[src/rtl/mdio_pkg.sv]
package mdio_pkg;
    localparam int PRE_BITS   = 32;
    localparam int HDR_BITS   = 14;
    localparam int TA_BITS    = 2;
    localparam int DAT_BITS   = 16;
    localparam int FRAME_BITS = PRE_BITS + HDR_BITS + TA_BITS + DAT_BITS;
    localparam int IDX_W      = $clog2(FRAME_BITS);
    localparam int PRE_LAST   = PRE_BITS - 1;
    localparam int HDR_LAST   = PRE_LAST + HDR_BITS;
    localparam int TA_LAST    = HDR_LAST + TA_BITS;
    localparam int DAT_LAST   = FRAME_BITS - 1;
    localparam logic [1:0] OPC_READ = 2'b10;
    localparam logic [1:0] TA_DRIVE = 2'b10;

    typedef enum logic [2:0] {
        ST_IDLE,
        ST_PRE,
        ST_HDR,
        ST_TA,
        ST_DAT
    } mdio_state_e;
endpackage

[src/rtl/mdio_clkdiv.sv]
module mdio_clkdiv #(
    parameter int HALF_DIV = 4
) (
    input  logic clk,
    input  logic rst_n,
    input  logic run,
    output logic mdc,
    output logic rise_tk,
    output logic fall_tk
);
    localparam int CW = (HALF_DIV > 1) ? $clog2(HALF_DIV) : 1;
    localparam logic [CW-1:0] CNT_LAST = CW'(HALF_DIV - 1);

    logic [CW-1:0] cnt_q;
    logic          wrap;

    assign wrap    = run && (cnt_q == CNT_LAST);
    assign rise_tk = wrap && !mdc;
    assign fall_tk = wrap && mdc;

    always_ff @(posedge clk or negedge rst_n) begin
        if (!rst_n) begin
            cnt_q <= '0;
            mdc   <= 1'b0;
        end else if (!run) begin
            cnt_q <= '0;
            mdc   <= 1'b0;
        end else if (wrap) begin
            cnt_q <= '0;
            mdc   <= !mdc;
        end else begin
            cnt_q <= cnt_q + 1'b1;
        end
    end
endmodule

[src/rtl/mdio_frame_engine.sv]
module mdio_frame_engine
    import mdio_pkg::*;
(
    input  logic                  clk,
    input  logic                  rst_n,
    input  logic                  start,
    input  logic [FRAME_BITS-1:0] frame,
    input  logic                  frame_rd,
    input  logic                  rise_tk,
    input  logic                  fall_tk,
    input  logic                  mdio_i,
    output logic                  busy,
    output logic                  mdio_o,
    output logic                  mdio_oe,
    output logic [DAT_BITS-1:0]   cap_data,
    output logic                  rd_done
);
    mdio_state_e           state_q, state_d;
    logic [FRAME_BITS-1:0] sh_q;
    logic [IDX_W-1:0]      idx_q;
    logic                  rd_q;
    logic                  bit_end;

    assign bit_end = fall_tk && (state_q != ST_IDLE);

    // next state
    always_comb begin
        state_d = state_q;
        unique case (state_q)
            ST_IDLE: if (start) state_d = ST_PRE;
            ST_PRE:  if (bit_end && idx_q == IDX_W'(PRE_LAST)) state_d = ST_HDR;
            ST_HDR:  if (bit_end && idx_q == IDX_W'(HDR_LAST)) state_d = ST_TA;
            ST_TA:   if (bit_end && idx_q == IDX_W'(TA_LAST))  state_d = ST_DAT;
            ST_DAT:  if (bit_end && idx_q == IDX_W'(DAT_LAST)) state_d = ST_IDLE;
            default: state_d = ST_IDLE;
        endcase
    end

    // state register
    always_ff @(posedge clk or negedge rst_n) begin
        if (!rst_n) state_q <= ST_IDLE;
        else        state_q <= state_d;
    end

    // shift, bit index and read capture
    always_ff @(posedge clk or negedge rst_n) begin
        if (!rst_n) begin
            sh_q     <= '0;
            idx_q    <= '0;
            rd_q     <= 1'b0;
            cap_data <= '0;
        end else if (state_q == ST_IDLE) begin
            if (start) begin
                sh_q  <= frame;
                idx_q <= '0;
                rd_q  <= frame_rd;
            end
        end else begin
            if (rise_tk && rd_q && state_q == ST_DAT)
                cap_data <= {cap_data[DAT_BITS-2:0], mdio_i};
            if (bit_end) begin
                sh_q  <= {sh_q[FRAME_BITS-2:0], 1'b0};
                idx_q <= idx_q + 1'b1;
            end
        end
    end

    // outputs
    always_comb begin
        busy    = (state_q != ST_IDLE);
        mdio_o  = busy && sh_q[FRAME_BITS-1];
        mdio_oe = busy && !(rd_q && (state_q == ST_TA || state_q == ST_DAT));
        rd_done = (state_q == ST_DAT) && (state_d == ST_IDLE) && rd_q;
    end
endmodule

[src/rtl/mdio_master.sv]
module mdio_master
    import mdio_pkg::*;
#(
    parameter int HALF_DIV = 4
) (
    input  logic        clk,
    input  logic        rst_n,
    input  logic        reg_wr,
    input  logic [31:0] reg_wdata,
    output logic [31:0] reg_rdata,
    output logic        mdc,
    output logic        mdio_o,
    output logic        mdio_oe,
    input  logic        mdio_i
);
    logic [HDR_BITS-1:0]   fld_q;
    logic [DAT_BITS-1:0]   rdv_q;
    logic [DAT_BITS-1:0]   cap;
    logic                  busy, rd_done, start, rise_tk, fall_tk, is_rd;
    logic [FRAME_BITS-1:0] frame;
    logic [1:0]            w_st, w_op;
    logic [4:0]            w_phy, w_reg;

    assign w_st  = reg_wdata[17:16];
    assign w_op  = reg_wdata[19:18];
    assign w_phy = reg_wdata[24:20];
    assign w_reg = reg_wdata[29:25];
    assign is_rd = (w_op == OPC_READ);
    assign start = reg_wr && reg_wdata[31] && !busy;
    assign frame = {{PRE_BITS{1'b1}}, w_st, w_op, w_phy, w_reg,
                    (is_rd ? 2'b11 : TA_DRIVE),
                    (is_rd ? {DAT_BITS{1'b0}} : reg_wdata[DAT_BITS-1:0])};

    always_ff @(posedge clk or negedge rst_n) begin
        if (!rst_n) begin
            fld_q <= '0;
            rdv_q <= '0;
        end else begin
            if (reg_wr && !busy) fld_q <= reg_wdata[29:16];
            if (rd_done)         rdv_q <= cap;
        end
    end

    assign reg_rdata = {busy, 1'b0, fld_q, rdv_q};

    mdio_clkdiv #(.HALF_DIV(HALF_DIV)) u_div (
        .clk     (clk),
        .rst_n   (rst_n),
        .run     (busy),
        .mdc     (mdc),
        .rise_tk (rise_tk),
        .fall_tk (fall_tk)
    );

    mdio_frame_engine u_eng (
        .clk      (clk),
        .rst_n    (rst_n),
        .start    (start),
        .frame    (frame),
        .frame_rd (is_rd),
        .rise_tk  (rise_tk),
        .fall_tk  (fall_tk),
        .mdio_i   (mdio_i),
        .busy     (busy),
        .mdio_o   (mdio_o),
        .mdio_oe  (mdio_oe),
        .cap_data (cap),
        .rd_done  (rd_done)
    );
endmodule

[config.mk]
export PLATFORM = sky130hd
export DESIGN_NAME = mdio_master
export DESIGN_NICKNAME = d
export VERILOG_FILES = /design/src/rtl/mdio_pkg.sv /design/src/rtl/mdio_clkdiv.sv /design/src/rtl/mdio_frame_engine.sv /design/src/rtl/mdio_master.sv
export SDC_FILE = /design/constraint.sdc
export NUM_CORES = 1
export LEC_CHECK = 0
export BUFFER_PORTS_ARGS = -buffer_cell sky130_fd_sc_hd__buf_2
export CORE_AREA = 2 2 94 96
export CTS_CLUSTER_SIZE = 28
export DETAILED_ROUTE_END_ITERATION = 8
export DIE_AREA = 0 0 96 98
export GPL_TIMING_DRIVEN = 0
export PLACE_DENSITY = 0.84
export RECOVER_POWER = 25
export SLEW_MARGIN = 20
export SYNTH_ARGS = -nofsm -noshare
export SYNTH_HDL_FRONTEND = slang
export SYNTH_SLANG_ARGS = --single-unit
export TNS_END_PERCENT = 50
[constraint.sdc]
create_clock -name clk -period 3.48 [get_ports clk]
set_input_delay 0.696 -clock clk [delete_from_list [all_inputs] [get_ports clk]]
set_output_delay 0.696 -clock clk [all_outputs]
set_load 0.005 [all_outputs]
==> results of run 1 <==
## cell type report
| cell class | instances | share of cell area (%) |
|---|---|---|
| plain buffers | 27 | 2.430 |
| clock buffers | 18 | 7.104 |
| well taps | 108 | 2.243 |
| clock inverters | 13 | 1.994 |
| inverters | 7 | 0.4362 |
| repair buffers | 69 | 6.086 |
| multi-input cells | 224 | 28.60 |
| flip-flops and latches | 123 | 51.10 |
## power by group through the flow
stage	clock network [W]	logic, W	registers (W)
floorplan	0	0.000679	0.00213
global placement	0	0.000929	0.00216
detailed placement	0	0.000998	0.00219
CTS	0.00162	0.00101	0.00218
global route	0.00169	0.00111	0.00224
finish	0.00161	0.000995	0.00219
## worst max-delay path by stage
stage	slack [ns]	endpoint	cells after the start
after floorplan	1.37	rdv_q[10]	7
after global placement	0.31	fld_q[4]	1
after detailed placement	1.08	u_eng.sh_q[10]	8
after CTS	0.72	mdio_o	5
after global routing	0.50	u_eng.sh_q[47]	1
final	0.74	mdio_o	5
## worst max-delay path, delay by kind of cell (launching register included)
kind	cells	cell delay, ns
AND/OR/NAND/NOR	2	0.63
flip-flops	1	0.37
buffers and inverters	3	0.52
## metal layers
layer / wire [um] / vias up / track usage (%)
met1: 4287 / 1680 / 31.06
met2: 5177 / 95 / 37.93
met4: 110 / 0 / 8.791
met3: 487 / 14 / 6.327
met5: 0 / - / 0
li1: - / 1551 / -
## sequential cells by signal, summed over array words and instances (netlist names), 2 cells and up
name,cells
u_eng.sh_q,64
rdv_q,16
u_eng.cap_data,16
fld_q,14
u_eng.idx_q,6
u_eng.state_q,3
u_div.cnt_q,2
## per-stage QoR
stage	hold WS [ns]	utilization, %	cell area [um2]	total power, W	instances
2_1_floorplan	0.4004	-	4974	0.002806	381
3_3_place_gp	0.4291	64.37	5449	0.003090	557
3_5_place_dp	0.4380	64.77	5483	0.003184	558
4_1_cts	0.1109	71.24	6031	0.004811	589
5_1_grt	0.4019	71.15	6023	0.005042	589
6_report	0.4000	71.15	6023	0.004790	589
## cells by family (layout without fill, tap and decap cells)
kind of cell,Yosys count,in the layout,synth area share [%]
AOI/OAI and AO/OA,85,85,13.53
xor gates and xnor gates,5,5,0.8807
adders and majority gates,3,3,0.7548
buffers and inverters,34,134,3.472
DFF,123,123,61.89
muxes,46,46,11.17
other,1,1,0.07540
and+or+nand+nor,84,84,8.227
## cells in the mapped netlist (2+ instances only)
cell type                  instances
sky130_fd_sc_hd__a21oi_1           8
sky130_fd_sc_hd__a221o_1          12
sky130_fd_sc_hd__a31oi_1           2
sky130_fd_sc_hd__and2_1           16
sky130_fd_sc_hd__buf_2             8
sky130_fd_sc_hd__buf_4             3
sky130_fd_sc_hd__clkbuf_1         14
sky130_fd_sc_hd__dfrtp_1         123
sky130_fd_sc_hd__ha_1              3
sky130_fd_sc_hd__inv_1             7
sky130_fd_sc_hd__mux2_2           36
sky130_fd_sc_hd__mux2_4           10
sky130_fd_sc_hd__nand2_1           9
sky130_fd_sc_hd__nand3_1           4
sky130_fd_sc_hd__nand3b_1          2
sky130_fd_sc_hd__nand4_1           2
sky130_fd_sc_hd__nor2_1           41
sky130_fd_sc_hd__nor3_1            2
sky130_fd_sc_hd__o21ai_0           7
sky130_fd_sc_hd__o22a_1           32
sky130_fd_sc_hd__o22ai_1          16
sky130_fd_sc_hd__xnor2_1           2
sky130_fd_sc_hd__xor2_1            3
==> summary.md, run 1 <==
| Metric | Value |
|---|---|
| Result of the run | `finished, violations left` |
| Total number of placement rows | `34` |
| Required time of the critical path | `between 2 and 3 ns` |
| Min-Delay Path Class | `in -> reg` |
| Core region area | `~0.0085 mm2` |
| Violations in the final reports | `max-capacitance violations, max-slew violations` |
| EDFF count, synth | `0` |
| Final setup violation count | `0` |
| Startpoint class of the critical path | `register` |
| Number of library cell types mapped by synthesis | `42` |
| Share of the synthesized area in the top cell type | `between 60% and 70%` |
| Port Buffers | `68` |
| Number of inserted diodes | `0` |
| Worst IR drop on VDD | `around 0.43 mV` |
| Net switching fraction of the power | `just under 30%` |
| Critical path type | `reg -> out` |
| Via density per instance | `5.671` |
| Part of the power in registers | `between 40% and 50%` |
| Post-CTS setup buffers | `0` |
| Flip-flop and latch area | `between 0.003 and 0.004 mm2` |
| Summed negative setup slack over all endpoints | `0 ns` |
| Depth of the worst register-to-register path | `8` |
| Area used by multi-input combinational logic | `0.001723 mm2` |
| Library cell with the largest summed area after synthesis | `sky130_fd_sc_hd__dfrtp_1` |
| Buffer levels on the longest clock path | `2` |
| Most common cell after layout, fill and taps aside | `sky130_fd_sc_hd__dfrtp_1` |
| Yosys synthesis warning count | `0` |
| Vias in the first global route | `~3,500` |
| Most used cells in the layout excluding fill and tap cells | `sky130_fd_sc_hd__dfrtp_1 (123), sky130_fd_sc_hd__buf_2 (75), sky130_fd_sc_hd__nor2_1 (41)` |
| Critical path fanouts, max | `9` |
| First-pass iteration count of the detailed router | `5` |
| Fill cells | `571` |
| Average wire length per cell after detail routing | `between 15 and 20 um` |
| Worst max-slew margin expressed relative to the limit | `-71.47%` |
| Synthesized area per cell | `~13 um2` |
| Number of antenna violations at the first check in global routing | `0` |
| #FFs+latches synth | `roughly 120` |
| Cells after synthesis | `about 380` |
| Ranking of synthesized cells by area | `sky130_fd_sc_hd__dfrtp_1 (62%), sky130_fd_sc_hd__mux2_2 (8.2%), sky130_fd_sc_hd__o22a_1 (5.6%)` |
| Pin count of the biggest net entering global routing | `77` |
| Antenna-violating nets left | `0` |
| Layout overhead on the synthesized area | `21.11%` |
| Post-synth ARST share | `100.0%` |
| Period minus WS final | `~2.7 ns` |
| Min setup slack post-route | `approximately 0.74 ns` |
| Total count of max-transition violations in the final report | `48` |
| Root cell of the clock tree | `sky130_fd_sc_hd__clkbuf_8` |
| Share of total power in combinational logic | `between 20% and 30%` |
| Die Y | `just under 100 um` |
| Portion of the post-synthesis area used by sequential elements | `around 62%` |
| Static leakage | `between 2 and 3 nW` |
| Number of nets in the finished design | `between 500 and 600` |
| Starting density of the core | `between 50% and 60%` |
| Worst min-delay path endpoint | `u_eng.sh_q[5]` |
| Clock power frac | `between 30% and 40%` |
| DP Wirelength | `6.689 mm` |
| Number of top-level pins | `between 70 and 80` |
| Critical path's largest stage delay | `between 0.4 and 0.5 ns` |
| Internal power | `between 0.003 and 0.004 W` |
| Final worst-path cycle share | `about four fifths` |
| First-pass GRT wire length | `~17 mm` |
| Count of clock tree sinks | `between 100 and 150` |
| Drt first-iter violations | `around 160` |
| Top achievable clock speed | `about 0.37 GHz` |
| DIE WIDTH | `96 um` |
| Critical path cell sequence | `buf_4 -> nor3_2 -> inv_1 -> and2_1 -> buf_2` |
| Number of max-cap violations | `1` |
| Kind of capture point of the worst setup path | `output port` |
| Resize count post-CTS | `0` |
| Post-synth top flop | `sky130_fd_sc_hd__dfrtp_1` |
| Placer Congestion | `between 0.8 and 0.9` |
| Die ar. | `0.009408 mm2` |
| Worst hold path startpoint | `reg_wdata[5]` |
| Launching element of the worst setup path | `u_eng.state_q[2]` |
| Pwr Density | `a little under 800 mW/mm2` |
| Final hold vios | `0` |
| Fraction of final layout cells sized beyond drive strength 1 | `between 30% and 40%` |
| CTS tree | `yes` |
| Setup repair after global routing missed its margin | `false` |
| Post-synthesis net count | `420` |
| Via Count | `3,340` |
| Reg clk slew, reported paths | `approximately 0.060 ns` |
| Worst r2r src | `u_eng.state_q[2]` |
| Data arrival time of the critical path | `approximately 2 ns` |
| Residual overflow from global routing | `0` |
| Post-placement setup slack | `roughly 1.1 ns` |
| Slowest cell on crit path | `sky130_fd_sc_hd__nor3_2` |
| Global-route total usage across every layer | `a little under a quarter` |
| Net switching power of the design | `0.001426 W` |
| Routed wire length | `10.06 mm` |
| Insertion delay to the later sink of the worst-skew pair | `between 0.5 and 0.6 ns` |
| Final worst clock skew | `about 0.014 ns` |
| CTS Buf Count | `17` |
| Hold Path Cell Cnt | `3` |
| Transition time of the tightest slew-check pin | `2.572 ns` |
| DRC Markers | `0` |
| Worst reg2reg endpoint | `u_eng.sh_q[10]` |
| Post-synthesis instance area | `just under 0.005 mm2` |
| R2R Setup Slk | `1.07 ns` |
| Post-CTS Hold Buffers | `0` |
| Deepest level of the CTS H-tree | `4` |
No activity file was read; power rests on OpenSTA's default activity.
==> inputs of run 2 (changes only) <==
--- a/config.mk
+++ b/config.mk
@@ -6,12 +6,12 @@
 export NUM_CORES = 1
 export LEC_CHECK = 0
 export BUFFER_PORTS_ARGS = -buffer_cell sky130_fd_sc_hd__buf_2
-export CORE_AREA = 2 2 94 96
+export CORE_AREA = 2 2 102 104
 export CTS_CLUSTER_SIZE = 28
 export DETAILED_ROUTE_END_ITERATION = 8
-export DIE_AREA = 0 0 96 98
+export DIE_AREA = 0 0 104 106
 export GPL_TIMING_DRIVEN = 0
-export PLACE_DENSITY = 0.84
+export PLACE_DENSITY = 0.76
 export RECOVER_POWER = 25
 export SLEW_MARGIN = 20
 export SYNTH_ARGS = -nofsm -noshare
==> constraint.sdc (replaced) <==
create_clock -name clk -period 2.5 [get_ports clk]
set_input_delay 0.5 -clock clk [delete_from_list [all_inputs] [get_ports clk]]
set_output_delay 0.5 -clock clk [all_outputs]
set_load 0.005 [all_outputs]
==> summary.md, run 2 (same netlist as run 1, synthesis figures left out) <==
| Metric | Value |
|---|---|
| Summed negative setup slack over all endpoints | `0 ns` |
| Total count of max-transition violations in the final report | `0` |
| Number of nets in the finished design | `~510` |
| Post-placement setup slack | `a little over 0.2 ns` |
| CTS Buf Count | `17` |
| Critical path cell sequence | `ha_1 -> o311a_4 -> nand2_2 -> or4_4 -> buf_6 -> buf_12 -> mux2_4` |
| Number of antenna violations at the first check in global routing | `0` |
| Min setup slack post-route | `roughly 0.22 ns` |
| Regs by FF count | `u_eng.sh_q: 64 flops, rdv_q: 16 flops, u_eng.cap_data: 16 flops` |
| Path length in cells of the critical path | `7` |
| Routed wire length | `between 9 and 10 mm` |
| Setup repair after global routing missed its margin | `false` |
| First-pass iteration count of the detailed router | `4` |
| Clock power frac | `roughly a third` |
| Reg clk slew, reported paths | `around 0.060 ns` |
| Global-route met3 utilization | `between 5 and 6%` |
| Die ar. | `0.01102 mm2` |
| Most used cells in the layout excluding fill and tap cells | `sky130_fd_sc_hd__dfrtp_1 (123), sky130_fd_sc_hd__buf_2 (75), sky130_fd_sc_hd__nor2_1 (41)` |
| Die Y | `106 um` |
| Final worst-path cycle share | `between 90 and 100%` |
| Number of top-level pins | `71` |
| DRC Markers | `0` |
| Part of the power in registers | `46.2%` |
| Total number of placement rows | `37` |
| Fraction of met2 tracks used by global routing | `29.65%` |
| Most used routing layer in global routing | `met2` |
| Met1 Usage GRT | `a little under a quarter` |
| Drt first-iter violations | `approximately 180` |
| Launching element of the worst setup path | `u_div.cnt_q[0]` |
| Startpoint class of the critical path | `register` |
| DIE WIDTH | `approximately 100 um` |
| Pin count of the biggest net entering global routing | `between 60 and 70` |
| Number of inserted diodes | `0` |
| Net switching power of the design | `between 0.0015 and 0.002 W` |
| CTS tree | `yes` |
| Insertion delay to the later sink of the worst-skew pair | `approximately 0.50 ns` |
| Transition time of the tightest slew-check pin | `between 1 and 1.5 ns` |
| R2R Setup Slk | `approximately 0.22 ns` |
| Net switching fraction of the power | `30.20%` |
| Critical path's largest stage delay | `around 0.54 ns` |
| Number of flip-flops in the largest register | `64` |
| Root cell of the clock tree | `sky130_fd_sc_hd__clkbuf_8` |
| Count of clock tree sinks | `123` |
| Critical path fanouts, max | `10` |
| Static leakage | `2.726 nW` |
| Worst IR drop on VDD | `approximately 0.64 mV` |
| Fraction of final layout cells sized beyond drive strength 1 | `34.43%` |
| Worst max-slew margin expressed relative to the limit | `under 10%` |
| Placer Congestion | `0.7959` |
| Final worst clock skew | `0.008232 ns` |
| Cell family with most CP delay | `simple AND/OR/NAND/NOR gates` |
| Number of max-cap violations | `0` |
| Critical path type | `reg -> reg` |
| Data arrival time of the critical path | `2.67 ns` |
| Internal power | `~0.0046 W` |
| Most common cell after layout, fill and taps aside | `sky130_fd_sc_hd__dfrtp_1` |
| Worst hold path startpoint | `reg_wdata[9]` |
| Worst r2r src | `u_div.cnt_q[0]` |
| Buffer levels on the longest clock path | `2` |
| Sum of buffers and inverters on the critical path | `2` |
| Final Non-Filler Cells | `a little over 600` |
| Final setup violation count | `0` |
| Reg with most FFs | `u_eng.sh_q` |
| Min-Delay Path Class | `in -> reg` |
| Share of total power in combinational logic | `around a fifth` |
| Starting density of the core | `approximately half` |
| Pwr Density | `1082 mW/mm2` |
| Kind of capture point of the worst setup path | `register` |
| Antenna-violating nets left | `0` |
| Vias in the first global route | `about 3,400` |
| Via density per instance | `approximately 5.4` |
| Worst reg2reg endpoint | `rdv_q[6]` |
| Period minus WS final | `~2.3 ns` |
| Depth of the worst register-to-register path | `7` |
| Result of the run | `finished, final reports clean` |
| Required time of the critical path | `between 2 and 3 ns` |
| Slowest cell on crit path | `sky130_fd_sc_hd__or4_4` |
| Final hold vios | `0` |
| Final core utilization | `60.56%` |
| Average wire length per cell after detail routing | `15.25 um` |
| Via Count | `3,325` |
| Capture point of the critical path | `rdv_q[6]` |
| Global-route total usage across every layer | `18.24%` |
| Deepest level of the CTS H-tree | `4` |
| Layout overhead on the synthesized area | `21.76%` |
| Core region area | `0.01000 mm2` |
| Residual overflow from global routing | `0` |
| Top achievable clock speed | `~0.44 GHz` |
| First-pass GRT wire length | `around 16 mm` |
| Cell total after placement | `586` |
| DP Wirelength | `around 6.5 mm` |
| Port Buffers | `68` |
-- run 2: changes by cell type in the layout (fill, tap and decap cells not counted), moves of 2 or more --
cell	change
sky130_fd_sc_hd__buf_4	+2
sky130_fd_sc_hd__clkinv_2	-2
sky130_fd_sc_hd__clkinv_4	-4
sky130_fd_sc_hd__clkinvlp_4	+3
sky130_fd_sc_hd__inv_6	+5
-- run 2: layer usage --
layer  routed length (um)  vias up
met5                    0        -
met4                   97        0
met3                  298        8
met2                 4816       64
met1                 4260     1688
li1                     -     1565
-- run 2: worst min-delay path by stage --
| stage | endpoint | slack (ns) | depth (start not counted) |
|---|---|---|---|
| 5_1_grt | u_eng.sh_q[6] | 0.20 | 2 |
| 3_5_place_dp | u_div.cnt_q[0] | 0.45 | 1 |
| 6_report | u_eng.sh_q[9] | 0.23 | 2 |
| 4_1_cts | u_eng.sh_q[9] | 0.21 | 2 |
| 2_1_floorplan | fld_q[0] | 0.20 | 0 |
| 3_3_place_gp | u_div.cnt_q[0] | 0.43 | 1 |
-- run 2: area by class of cell --
cell class	instances	area (um2)
Clock buffer	18	417.9
Multi-Input combinational cell	224	1729
Clock inverter	14	111.4
Tap cell	136	170.2
Fill cell	818	3944
Timing Repair Buffer	72	376.6
Sequential cell	123	3078
Inverter	7	26.28
Buffer	27	146.4
-- run 2: metrics by stage --
| stage | instance area, um2 | hold slack [ns] | power, W |
|---|---|---|---|
| after CTS | 6063 | 0.2083 | 0.006616 |
| after detailed placement | 5518 | 0.4479 | 0.004433 |
| final | 6056 | 0.2293 | 0.006551 |
| after global routing | 6056 | 0.1992 | 0.006929 |
| after floorplan | 4974 | 0.2044 | 0.003906 |
| after global placement | 5484 | 0.4303 | 0.004309 |
-- run 2: power groups by stage --
stage	clock, W	combinational, W	sequential [W]
6_report	0.00215	0.00137	0.00303
5_1_grt	0.00230	0.00154	0.00309
4_1_cts	0.00219	0.00140	0.00302
3_5_place_dp	0	0.00139	0.00304
3_3_place_gp	0	0.00130	0.00300
2_1_floorplan	0	0.000946	0.00296
-- run 2: worst reg2reg max path, cell delays in order (launching register included) --
cell and delay [ns]:
sky130_fd_sc_hd__dfrtp_1 0.35, sky130_fd_sc_hd__ha_1 0.29, sky130_fd_sc_hd__o311a_4 0.31, sky130_fd_sc_hd__nand2_2 0.08, sky130_fd_sc_hd__or4_4 0.54, sky130_fd_sc_hd__buf_6 0.16
sky130_fd_sc_hd__buf_12 0.15, sky130_fd_sc_hd__mux2_4 0.30
-- run 2: timing repair --
item | CTS | global route
pin swaps | 0 | 1
hold buffers | 1 | 0
setup buffers | 0 | 2
endpoints found under the setup margin | 1 | 1
hold endpoints to repair | 56 | 0
gates resized for setup | 1 | 0
